--- src/rtl/pcm_port_pkg.sv ---
package pcm_port_pkg;
    localparam int unsigned WORD_W = 8;
    localparam int unsigned NCH    = 2;
    localparam int unsigned IDX_W  = $clog2(WORD_W);

    typedef logic [WORD_W-1:0] word_t;
    typedef logic [IDX_W-1:0]  idx_t;
    typedef word_t [NCH-1:0]   lane_t;

    localparam idx_t LAST_IDX = idx_t'(WORD_W - 1);
endpackage

--- src/rtl/pcm_sync_edge.sv ---
// Synchronizer chain for the codec-side signals. Bit 0 is the bit clock;
// its edges are reported, the remaining bits are passed on as levels.
module pcm_sync_edge #(
    parameter int STAGES = 2,
    parameter int N      = 4
) (
    input  logic         clk,
    input  logic         rst_n,
    input  logic [N-1:0] async_in,
    output logic [N-2:0] data_out,
    output logic         clk_rise,
    output logic         clk_fall
);
    logic [N-1:0] stg_q [STAGES];
    logic         hist_q;

    always_ff @(posedge clk or negedge rst_n) begin
        if (!rst_n) begin
            for (int i = 0; i < STAGES; i++) stg_q[i] <= '0;
            hist_q <= 1'b0;
        end else begin
            stg_q[0] <= async_in;
            for (int i = 1; i < STAGES; i++) stg_q[i] <= stg_q[i-1];
            hist_q <= stg_q[STAGES-1][0];
        end
    end

    assign data_out = stg_q[STAGES-1][N-1:1];
    assign clk_rise = stg_q[STAGES-1][0] & ~hist_q;
    assign clk_fall = ~stg_q[STAGES-1][0] & hist_q;
endmodule

--- src/rtl/pcm_deser.sv ---
// Input side: shifts in one byte per lane on falling bit-clock edges.
module pcm_deser import pcm_port_pkg::*; (
    input  logic           clk,
    input  logic           rst_n,
    input  logic           sleep,
    input  logic           frame_go,
    input  logic           bclk_fall,
    input  logic [NCH-1:0] sd,
    output lane_t          words,
    output logic           load_det
);
    typedef struct packed {
        logic  active;
        idx_t  cnt;
        lane_t sh;
        lane_t words;
        logic  ld;
    } st_t;

    st_t q, d;

    always_comb begin
        d = q;
        if (frame_go) begin
            d.active = 1'b1;
            d.cnt    = '0;
        end
        if (bclk_fall) begin
            d.ld = 1'b0;
            if (q.active) begin
                for (int ch = 0; ch < NCH; ch++)
                    d.sh[ch] = {q.sh[ch][WORD_W-2:0], sd[ch]};
                if (q.cnt == LAST_IDX) begin
                    d.active = 1'b0;
                    d.words  = d.sh;
                    d.ld     = 1'b1;
                end else begin
                    d.cnt = q.cnt + 1'b1;
                end
            end
        end
        if (sleep) begin
            d.active = 1'b0;
            d.ld     = 1'b0;
        end
    end

    always_ff @(posedge clk or negedge rst_n) begin
        if (!rst_n) q <= '0;
        else        q <= d;
    end

    assign words    = q.words;
    assign load_det = q.ld;
endmodule

--- src/rtl/pcm_ser.sv ---
// Output side: loads the held bytes at frame start, shifts on rising edges.
module pcm_ser import pcm_port_pkg::*; (
    input  logic           clk,
    input  logic           rst_n,
    input  logic           sleep,
    input  logic           frame_go,
    input  logic           bclk_rise,
    input  lane_t          hold,
    output logic [NCH-1:0] so,
    output logic           so_en
);
    typedef struct packed {
        logic  en;
        idx_t  idx;
        lane_t sh;
    } st_t;

    st_t q, d;

    always_comb begin
        d = q;
        if (bclk_rise) begin
            if (frame_go) begin
                d.sh  = hold;
                d.en  = 1'b1;
                d.idx = '0;
            end else if (q.en) begin
                if (q.idx == LAST_IDX) begin
                    d.en = 1'b0;
                end else begin
                    d.idx = q.idx + 1'b1;
                    for (int ch = 0; ch < NCH; ch++)
                        d.sh[ch] = {q.sh[ch][WORD_W-2:0], 1'b0};
                end
            end
        end
        if (sleep) d.en = 1'b0;
    end

    always_ff @(posedge clk or negedge rst_n) begin
        if (!rst_n) q <= '0;
        else        q <= d;
    end

    for (genvar ch = 0; ch < NCH; ch++) begin : g_lane
        assign so[ch] = q.sh[ch][WORD_W-1];
    end

    assign so_en = q.en;
endmodule

--- src/rtl/ulaw_pcm_port.sv ---
module ulaw_pcm_port import pcm_port_pkg::*; #(
    parameter int SYNC_STAGES = 2
) (
    input  logic              clk,
    input  logic              rst_n,
    input  logic              sleep,
    input  logic              bclk,
    input  logic              fsync,
    input  logic              rx_sd,
    input  logic              tx_sd,
    input  logic [WORD_W-1:0] rx_proc,
    input  logic [WORD_W-1:0] tx_proc,
    input  logic              proc_we,
    output logic [WORD_W-1:0] rx_word,
    output logic [WORD_W-1:0] tx_word,
    output logic              load_det,
    output logic              rx_so,
    output logic              tx_so,
    output logic              so_en
);
    localparam int SIG_N = NCH + 2;

    typedef struct packed {
        lane_t hold;
        logic  sync_last;
    } st_t;

    st_t            q, d;
    logic [SIG_N-2:0] lvl;
    logic           bclk_rise, bclk_fall, frame_go;
    lane_t          words_l;
    logic [NCH-1:0] so_l;

    pcm_sync_edge #(.STAGES(SYNC_STAGES), .N(SIG_N)) u_sync (
        .clk      (clk),
        .rst_n    (rst_n),
        .async_in ({tx_sd, rx_sd, fsync, bclk}),
        .data_out (lvl),
        .clk_rise (bclk_rise),
        .clk_fall (bclk_fall)
    );

    always_comb begin
        d = q;
        if (proc_we) begin
            d.hold[0] = rx_proc;
            d.hold[1] = tx_proc;
        end
        if (bclk_rise) d.sync_last = lvl[0];
    end

    always_ff @(posedge clk or negedge rst_n) begin
        if (!rst_n) q <= '0;
        else        q <= d;
    end

    assign frame_go = bclk_rise & lvl[0] & ~q.sync_last & ~sleep;

    pcm_deser u_deser (
        .clk       (clk),
        .rst_n     (rst_n),
        .sleep     (sleep),
        .frame_go  (frame_go),
        .bclk_fall (bclk_fall),
        .sd        (lvl[NCH:1]),
        .words     (words_l),
        .load_det  (load_det)
    );

    pcm_ser u_ser (
        .clk       (clk),
        .rst_n     (rst_n),
        .sleep     (sleep),
        .frame_go  (frame_go),
        .bclk_rise (bclk_rise),
        .hold      (q.hold),
        .so        (so_l),
        .so_en     (so_en)
    );

    assign rx_word = words_l[0];
    assign tx_word = words_l[1];
    assign rx_so   = so_l[0];
    assign tx_so   = so_l[1];
endmodule

--- config.mk ---
export PLATFORM = sky130hd
export DESIGN_NAME = ulaw_pcm_port
export DESIGN_NICKNAME = d
export VERILOG_FILES = /design/src/rtl/pcm_port_pkg.sv /design/src/rtl/pcm_sync_edge.sv /design/src/rtl/pcm_deser.sv /design/src/rtl/pcm_ser.sv /design/src/rtl/ulaw_pcm_port.sv
export SDC_FILE = /design/constraint.sdc
export NUM_CORES = 1
export LEC_CHECK = 0
export ABC_AREA = 0
export BUFFER_PORTS_ARGS = -buffer_cell sky130_fd_sc_hd__buf_2
export CORE_UTILIZATION = 50
export CTS_CLUSTER_DIAMETER = 120
export CTS_CLUSTER_SIZE = 10
export DETAILED_ROUTE_END_ITERATION = 16
export PLACE_DENSITY = 0.82
export SYNTH_ARGS = -nofsm -noshare
export SYNTH_HDL_FRONTEND = slang
export SYNTH_SLANG_ARGS = --single-unit
--- constraint.sdc ---
create_clock -name clk -period 2.5 [get_ports clk]
set_input_delay 0.5 -clock clk [delete_from_list [all_inputs] [get_ports clk]]
set_output_delay 0.5 -clock clk [all_outputs]
set_load 0.02 [all_outputs]
# Yosys cells after proc, flatten, opt, wreduce, memory -nomap -nowiden
# Index checks and enable logic that the tools add are counted.
# classes
addsub	2
n_eq_ne	3
mux	14
n_bitwise	9
n_reduce_logical	6
# op_table
cell	count
$mux W37	2
$mux W20	3
$mux W19	1
$mux W17	1
$add A3 B1 Y3 const B	2
$eq A3 B3 Y1 const B	2
$reduce_and A3 Y1	2
$reduce_bool A2 Y1	3
$and A1 B1 Y1	5
$mux W1	5
$mux W4	1
$not A1 Y1	4
$mux W3	1
$ne A2 B2 Y1 const B	1
$reduce_and A2 Y1	1
# totals
regBits	83
input_bits	24
output_inout_bits	20
word_cells	51

# Longest topological paths before layout
# Gate-level depths: netlist of the first run.
# logic_depth
word_depth	10
mapped_depth	7
depth_no_buf	5

# By module
# From an unflattened synthesis of the first run, not the netlist that was laid out.
# unflattened
cells_unflattened	228
hier_area_um2	3562.2
# by_module_without_submodules
module	n_inst	cells_each	area_per_inst_um2	seq_area_each_um2
pcm_deser	1	100	1579.0	875.8
pcm_ser	1	77	1024.7	500.5
ulaw_pcm_port	1	37	695.7	425.4
pcm_sync_edge	1	14	262.8	225.2

# Least setup slack after synthesis of the first run
# No wires, ideal clock.
# synth_timing
path_kind	reg-to-reg
start	register u_ser.q[16] (netlist bit)
end	register u_ser.q (netlist bit u_ser.so[0])
setup_time_ns	0.125
arrival_ns	1.701
required_ns	2.375
slack_ns	0.674
stages_incl_launch_ff	7
path_buffers	1
period_less_slack_ns	1.826
path_cell_list	dfrtp_1 ha_1 ha_1 and4bb_1 buf_6 mux2_4 mux2_2
# synth_via
elab_chain_cells	3
# synth_lines
item	line	text
from (decl)	pcm_ser.sv:18	st_t q, d;
from (signal assigned)	pcm_ser.sv:41	if (!rst_n) q <= '0;
from (signal assigned)	pcm_ser.sv:42	else q <= d;
$eq A3 B3 Y1	pcm_ser.sv:28	if (q.idx == LAST_IDX) begin
$ne A2 B2 Y1 (no source line)	-	
$reduce_and A3 Y1 (no source line)	-	
# Every way passes these cells.
# A chain may end at the register's enable or synchronous reset.

# Worst setup path in the final report of the first run
# Same ends and word-level chain as after synthesis.

==> impl_metrics.env, run 1 <==
export IMPL_powerDensity_nw_per_um2=774
export IMPL_syn_nets=261
export IMPL_setup_tns_ns=0
export IMPL_numPortBuffers=43
export IMPL_finalHoldViolations=0
export IMPL_crit_required_ns=2.72
export IMPL_num_vias=1826
export IMPL_worstPathArrival_ns=2.20
export IMPL_netlist_instances=233
export IMPL_worstHoldStart="fsync"
export IMPL_overflow=0
export IMPL_wirelength_um=4910
export IMPL_cts_root_buf="clkbuf_8"
export IMPL_min_path_type="input port to flip-flop"
export IMPL_insertion_delay_ns=0.34
export IMPL_synthTopCellsByArea="dfrtp_1 (61%), mux2_2 (17%), mux2i_1 (4.2%)"
export IMPL_syn_area_um2=3320
export IMPL_synth_cell_types=26
export IMPL_n_antenna_cell=0
export IMPL_cts_tree="yes"
export IMPL_nNetsFinal=291
export IMPL_die_area_um2=6970
export IMPL_clock_sinks=81
export IMPL_yosysSeqAreaShare=0.610
export IMPL_timing_fmax_mhz=506
export IMPL_grt_pass1_vias=1838
export IMPL_grt_setup_unrepaired="no"
export IMPL_final_common_cell="dfrtp_1"
export IMPL_hold_depth=1
export IMPL_p_total_mw=2.85
export IMPL_drive_gt1_frac=0.425
export IMPL_tightest_slew_ns=0.974
export IMPL_r2r_start="u_ser.q[16]"
export IMPL_track_usage=0.158
export IMPL_vdd_drop_max_mv=0.465
export IMPL_final_antenna_net_count=0
export IMPL_skew_ns=0.00558
export IMPL_grt_pass1_wl_um=8600
export IMPL_holdWs_ns=0.264
export IMPL_drtPass1Iterations=4
export IMPL_synth_seq_cells=81
export IMPL_io_pins=44
export IMPL_wire_per_inst_um=14.2
export IMPL_die_height_um=83.5
export IMPL_cp_slowest_cell="and4bb_1"
export IMPL_crit_path_max_fanout=7
export IMPL_max_stage_delay_ns=0.49
export IMPL_htreeDepth=3
export IMPL_maxCapViolCount=0
export IMPL_fp_dieW_um=83.5
export IMPL_core_area_um2=6390
export IMPL_timing_rr_end="u_ser.so[0]"
export IMPL_cp_start_kind="flip-flop"
export IMPL_postCtsSetupBuffers=0
export IMPL_ff2ff_setup_slack_ns=0.52
export IMPL_worstSetupPathType="flip-flop to flip-flop"
export IMPL_yosys_area_top_type="dfrtp_1"
export IMPL_period_share=0.790
export IMPL_antenna_found_initial=0
export IMPL_p_leak_nw=1.79
export IMPL_n_fill_cell=505
export IMPL_crit_top_cell="ha_1"
export IMPL_ctsHoldBuffers=0
export IMPL_grt_max_degree=82
export IMPL_critPathCaptureType="flip-flop"
export IMPL_drc=0
export IMPL_area_growth_pct=10.7
export IMPL_cts_resized_gates=0
export IMPL_max_slew_margin=0.351
export IMPL_maxSlewViolCount=0
export IMPL_mostFrequentLayoutCells="dfrtp_1 (81), mux2_2 (50), buf_2 (42), o21ai_0 (15)"
export IMPL_ff2ff_path_depth=5
export IMPL_whs_endpoint="u_sync.stg_q[5]"
export IMPL_status="finished clean"
export IMPL_drt_initial_drc_count=113
export IMPL_viasPerCell=5.29
export IMPL_cp_startpoint="u_ser.q[16]"
export IMPL_initial_core_util=0.520
export IMPL_register_area_um2=2030
export IMPL_multi_input_area_um2=1090
export IMPL_place_congestion=0.738
export IMPL_setup_viol=0
export IMPL_cts_path_max_buffers=2
export IMPL_path_cells="ha_1 > ha_1 > and4bb_1 > mux2_4 > mux2_2"
export IMPL_rows=29
export IMPL_clkTransAtPathRegs_ns=0.08
export IMPL_ys_warn_count=0
export IMPL_postSynthAreaPerCell_um2=14.3
export IMPL_numCtsBuffers=9
export IMPL_synth_top_cell_area_share=0.610
export IMPL_post_route_min_period_ns=1.98
export IMPL_dp_hpwl_um=3300
[final cells by class]
type	instances	share of cell area
Inverter	3	0.00306
Clock inverter	2	0.00953
Timing Repair Buffer	46	0.0653
Clock buffer	14	0.0470
Sequential cell	81	0.551
Tap cell	77	0.0262
Multi-Input combinational cell	122	0.298
[critical path, delay by kind of cell (launching register included)]
family / cells / cell delay (ns)
multiplexers: 2 / 0.59
adder cells (fa/ha/maj): 2 / 0.39
flip-flops: 1 / 0.40
AND/OR/NAND/NOR: 1 / 0.49
[state kept, by name (all words and copies together) (netlist names)]
name and cells:
q 17, u_deser.q 18, u_deser.load_det 1, u_ser.q 17, u_sync.stg_q 5, u_sync.hist_q 1, u_ser.so 2, u_ser.so_en 1
u_sync.data_out 3, u_deser.words 16
[metal layers]
layer	wire length (µm)	track usage	up-vias	part of all wire
met4	102	0.0832	0	0.021
met2	2390	0.242	40	0.49
met1	2270	0.214	908	0.46
met3	140	0.0326	9	0.029
met5	0	0	-	0
li1	-	-	869	-
[cells in the mapped netlist]
cell / count
clkbuf_1: 2
nor3b_1: 1
and4bb_1: 1
inv_1: 2
buf_4: 17
nand2b_1: 3
nand3b_1: 1
nand3_1: 14
dfrtp_1: 81
mux2_2: 50
nor4bb_1: 2
mux2_4: 2
buf_2: 5
xnor2_1: 1
o21ai_1: 1
clkinv_1: 1
a22o_1: 2
nor2_1: 3
a21oi_1: 4
nand4b_2: 1
o21ai_0: 15
ha_1: 4
and2_1: 2
mux2i_1: 14
buf_6: 3
nand2_1: 1
[power breakdown]
group | internal (mW) | switching, mW | total, mW
registers | 1.48 | 0.0998 | 1.58
clock network | 0.543 | 0.424 | 0.967
logic | 0.155 | 0.147 | 0.302
[worst max-delay path by stage]
stage	cells after the start	end
floorplan	6	u_ser.so[0]
global placement	4	u_ser.q[5]
detailed placement	4	u_ser.q[0]
CTS	5	u_ser.so[0]
global route	3	u_ser.q[10]
finish	5	u_ser.so[0]
[stage by stage]
step                      std cells  setup slack [ns]   util  cell area, µm²
after detailed placement        329             0.495  0.543            3470
after global routing            345             0.411  0.576            3680
after global placement          329             0.528  0.543            3470
after CTS                       345             0.516  0.576            3680
after floorplan                 233             0.674      -            3320
final                           345             0.525  0.576            3680
[cells by family (layout without fill, tap and decap cells)]
| family | Yosys count | after routing | share of synthesized area |
|---|---|---|---|
| AO/OA/AOI/OAI | 22 | 22 | 0.0354 |
| multiplexers | 66 | 66 | 0.221 |
| adder cells (fa/ha/maj) | 4 | 4 | 0.0151 |
| AND/OR/NAND/NOR | 29 | 29 | 0.0539 |
| flip-flops | 81 | 81 | 0.610 |
| buffers and inverters | 30 | 65 | 0.0618 |
| XOR/XNOR | 1 | 1 | 0.00264 |
No activity file was read; power rests on OpenSTA's default activity.
==> inputs of run 2 (changes only) <==
PLACE_DENSITY = 0.84   (was 0.82)
clock period = 1.7 ns   (was 2.5 ns; I/O delays follow)
==> run 2 against run 1 <==
The flow now finishes with violations (setup timing). Via count is 1.2% higher. Non-clock buffer count is 12 higher. Count of clock-buffer cells in the layout is 1 lower. Worst setup slack worse by 0.58 ns. Worst hold slack worse by 0.25 ns. Clock skew is 0.0021 ns higher. Sequential power is 47% higher. Flip-flop and latch count stayed put. Largest power group unchanged.
==> impl_metrics.env, run 2 (synthesized netlist as in run 1, its figures left out) <==
export IMPL_core_area_um2=6390
export IMPL_numCtsBuffers=9
export IMPL_crit_required_ns=1.93
export IMPL_critPathCaptureType="flip-flop"
export IMPL_status="complete, but fails checks"
export IMPL_powerDensity_nw_per_um2=1070
export IMPL_die_height_um=83.5
export IMPL_num_vias=1848
export IMPL_wire_per_inst_um=14.1
export IMPL_final_util=0.594
export IMPL_n_antenna_cell=0
export IMPL_setup_tns_ns=-0.0878
export IMPL_holdWs_ns=0.00868
export IMPL_cp_start_kind="flip-flop"
export IMPL_tightest_slew_ns=0.463
export IMPL_violations="setup timing"
export IMPL_cts_root_buf="clkbuf_8"
export IMPL_vdd_drop_max_mv=0.574
export IMPL_clkTransAtPathRegs_ns=0.08
export IMPL_nNetsFinal=303
export IMPL_crit_top_cell="mux2_4"
export IMPL_crit_path_max_fanout=5
export IMPL_worstSetupPathType="flip-flop to flip-flop"
export IMPL_ctsHoldBuffers=0
export IMPL_insertion_delay_ns=0.34
export IMPL_grt_setup_unrepaired="yes"
export IMPL_top_regs="u_deser.q: 18 flops, q: 17 flops, u_ser.q: 17 flops"
export IMPL_final_common_cell="dfrtp_1"
export IMPL_max_stage_delay_ns=0.39
export IMPL_p_leak_nw=1.85
export IMPL_timing_fmax_mhz=571
export IMPL_clock_sinks=81
export IMPL_wirelength_um=5020
export IMPL_overflow=0
export IMPL_mostFrequentLayoutCells="dfrtp_1 (81), mux2_2 (48), buf_2 (42), mux2i_1 (14), nand3_1 (14)"
export IMPL_regMostFlops="u_deser.q"
export IMPL_drtPass1Iterations=4
export IMPL_setup_viol=2
export IMPL_htreeDepth=3
export IMPL_skew_ns=0.00770
export IMPL_initial_core_util=0.520
export IMPL_viasPerCell=5.18
export IMPL_maxCapViolCount=0
export IMPL_post_route_min_period_ns=1.75
export IMPL_cts_path_max_buffers=2
export IMPL_finalHoldViolations=0
export IMPL_max_slew_margin=0.687
export IMPL_maxSlewViolCount=0
export IMPL_largest_register_ffs=18
export IMPL_place_congestion=0.743
export IMPL_drt_initial_drc_count=85
export IMPL_fin_ws_ns=-0.0508
export IMPL_grt_max_degree=82
export IMPL_area_growth_pct=14.2
export IMPL_grt_pass1_vias=1874
export IMPL_cp_slowest_cell="dfrtp_1"
export IMPL_io_pins=44
export IMPL_grt_pass1_wl_um=8680
export IMPL_fp_dieW_um=83.5
export IMPL_ff2ff_setup_slack_ns=-0.05
export IMPL_track_usage=0.158
export IMPL_worstPathArrival_ns=1.98
export IMPL_rows=29
export IMPL_min_path_type="input port to async pin"
export IMPL_drc=0
export IMPL_period_share=1.03
export IMPL_path_cells="ha_2 > ha_4 > and4bb_4 > mux2_4 > mux2_4"
export IMPL_cts_tree="yes"
export IMPL_dp_hpwl_um=3290
export IMPL_drive_gt1_frac=0.461
export IMPL_final_antenna_net_count=0
export IMPL_antenna_found_initial=0
export IMPL_numPortBuffers=43
export IMPL_die_area_um2=6970
run 2: cell count changes in the layout (fill, tap and decap cells not counted), moves of 2 or more:
cell      previous run  this run
clkinv_2             1         3
o21ai_1              1         5
o21ai_0             15        11
buf_4                4        13
mux2_4               2         4
mux2_2              50        48
buf_12               0         2
ha_1                 4         2
run 2: final timing paths:
kind                                 start                 end  cells after the start
setup / recovery               u_ser.q[16]         u_ser.so[0]                      5
hold / removal                       rst_n   u_deser.words[11]                      2
setup reg to reg               u_ser.q[16]         u_ser.so[0]                      5
hold reg to reg            u_sync.stg_q[6]  u_sync.data_out[1]                      0
max in group asynchronous            rst_n         u_ser.q[17]                      2
min in group clk                     rx_sd     u_sync.stg_q[6]                      1
run 2: cell type report:
type / instances / area [µm²]
Fill cell: 513 / 2590
Sequential cell: 81 / 2030
Multi-Input combinational cell: 122 / 1120
Timing Repair Buffer: 58 / 363
Clock buffer: 13 / 159
Tap cell: 77 / 96.3
Clock inverter: 3 / 15.0
Inverter: 3 / 11.3
run 2: repair_timing:
item,in CTS,in global routing
resized for setup,5,6
endpoints found under the setup margin,11,17
setup buffers,1,1
run 2: stage by stage:
step	power, mW	std cells	setup slack (ns)	area [µm²]
2_1_floorplan	2.63	233	-0.0615	3330
3_3_place_gp	2.80	339	-0.0617	3570
3_5_place_dp	2.84	339	-0.0957	3570
4_1_cts	4.12	356	-0.0388	3780
5_1_grt	4.29	357	-0.122	3790
6_report	4.08	357	-0.0508	3790
run 2: per-layer routing:
metal	vias up	part of all wire	GRT usage	wire length (µm)
met5	-	0	0	0
met4	0	0.018	0.0832	92
met3	9	0.024	0.0277	121
met2	26	0.48	0.246	2430
met1	919	0.47	0.214	2380
li1	894	-	-	-
run 2: critical path, delay by kind of cell (launching register included):
kind / cells / cell delay, ns
AND/OR/NAND/NOR: 1 / 0.35
multiplexers: 2 / 0.58
adder cells (fa/ha/maj): 2 / 0.34
flip-flops: 1 / 0.39
run 2: report_power, final:
part | internal, mW | total, mW | switching [mW] | leakage (nW)
clock network | 0.605 | 1.24 | 0.631 | 0.0932
logic | 0.285 | 0.518 | 0.233 | 0.722
registers | 2.17 | 2.32 | 0.150 | 1.03
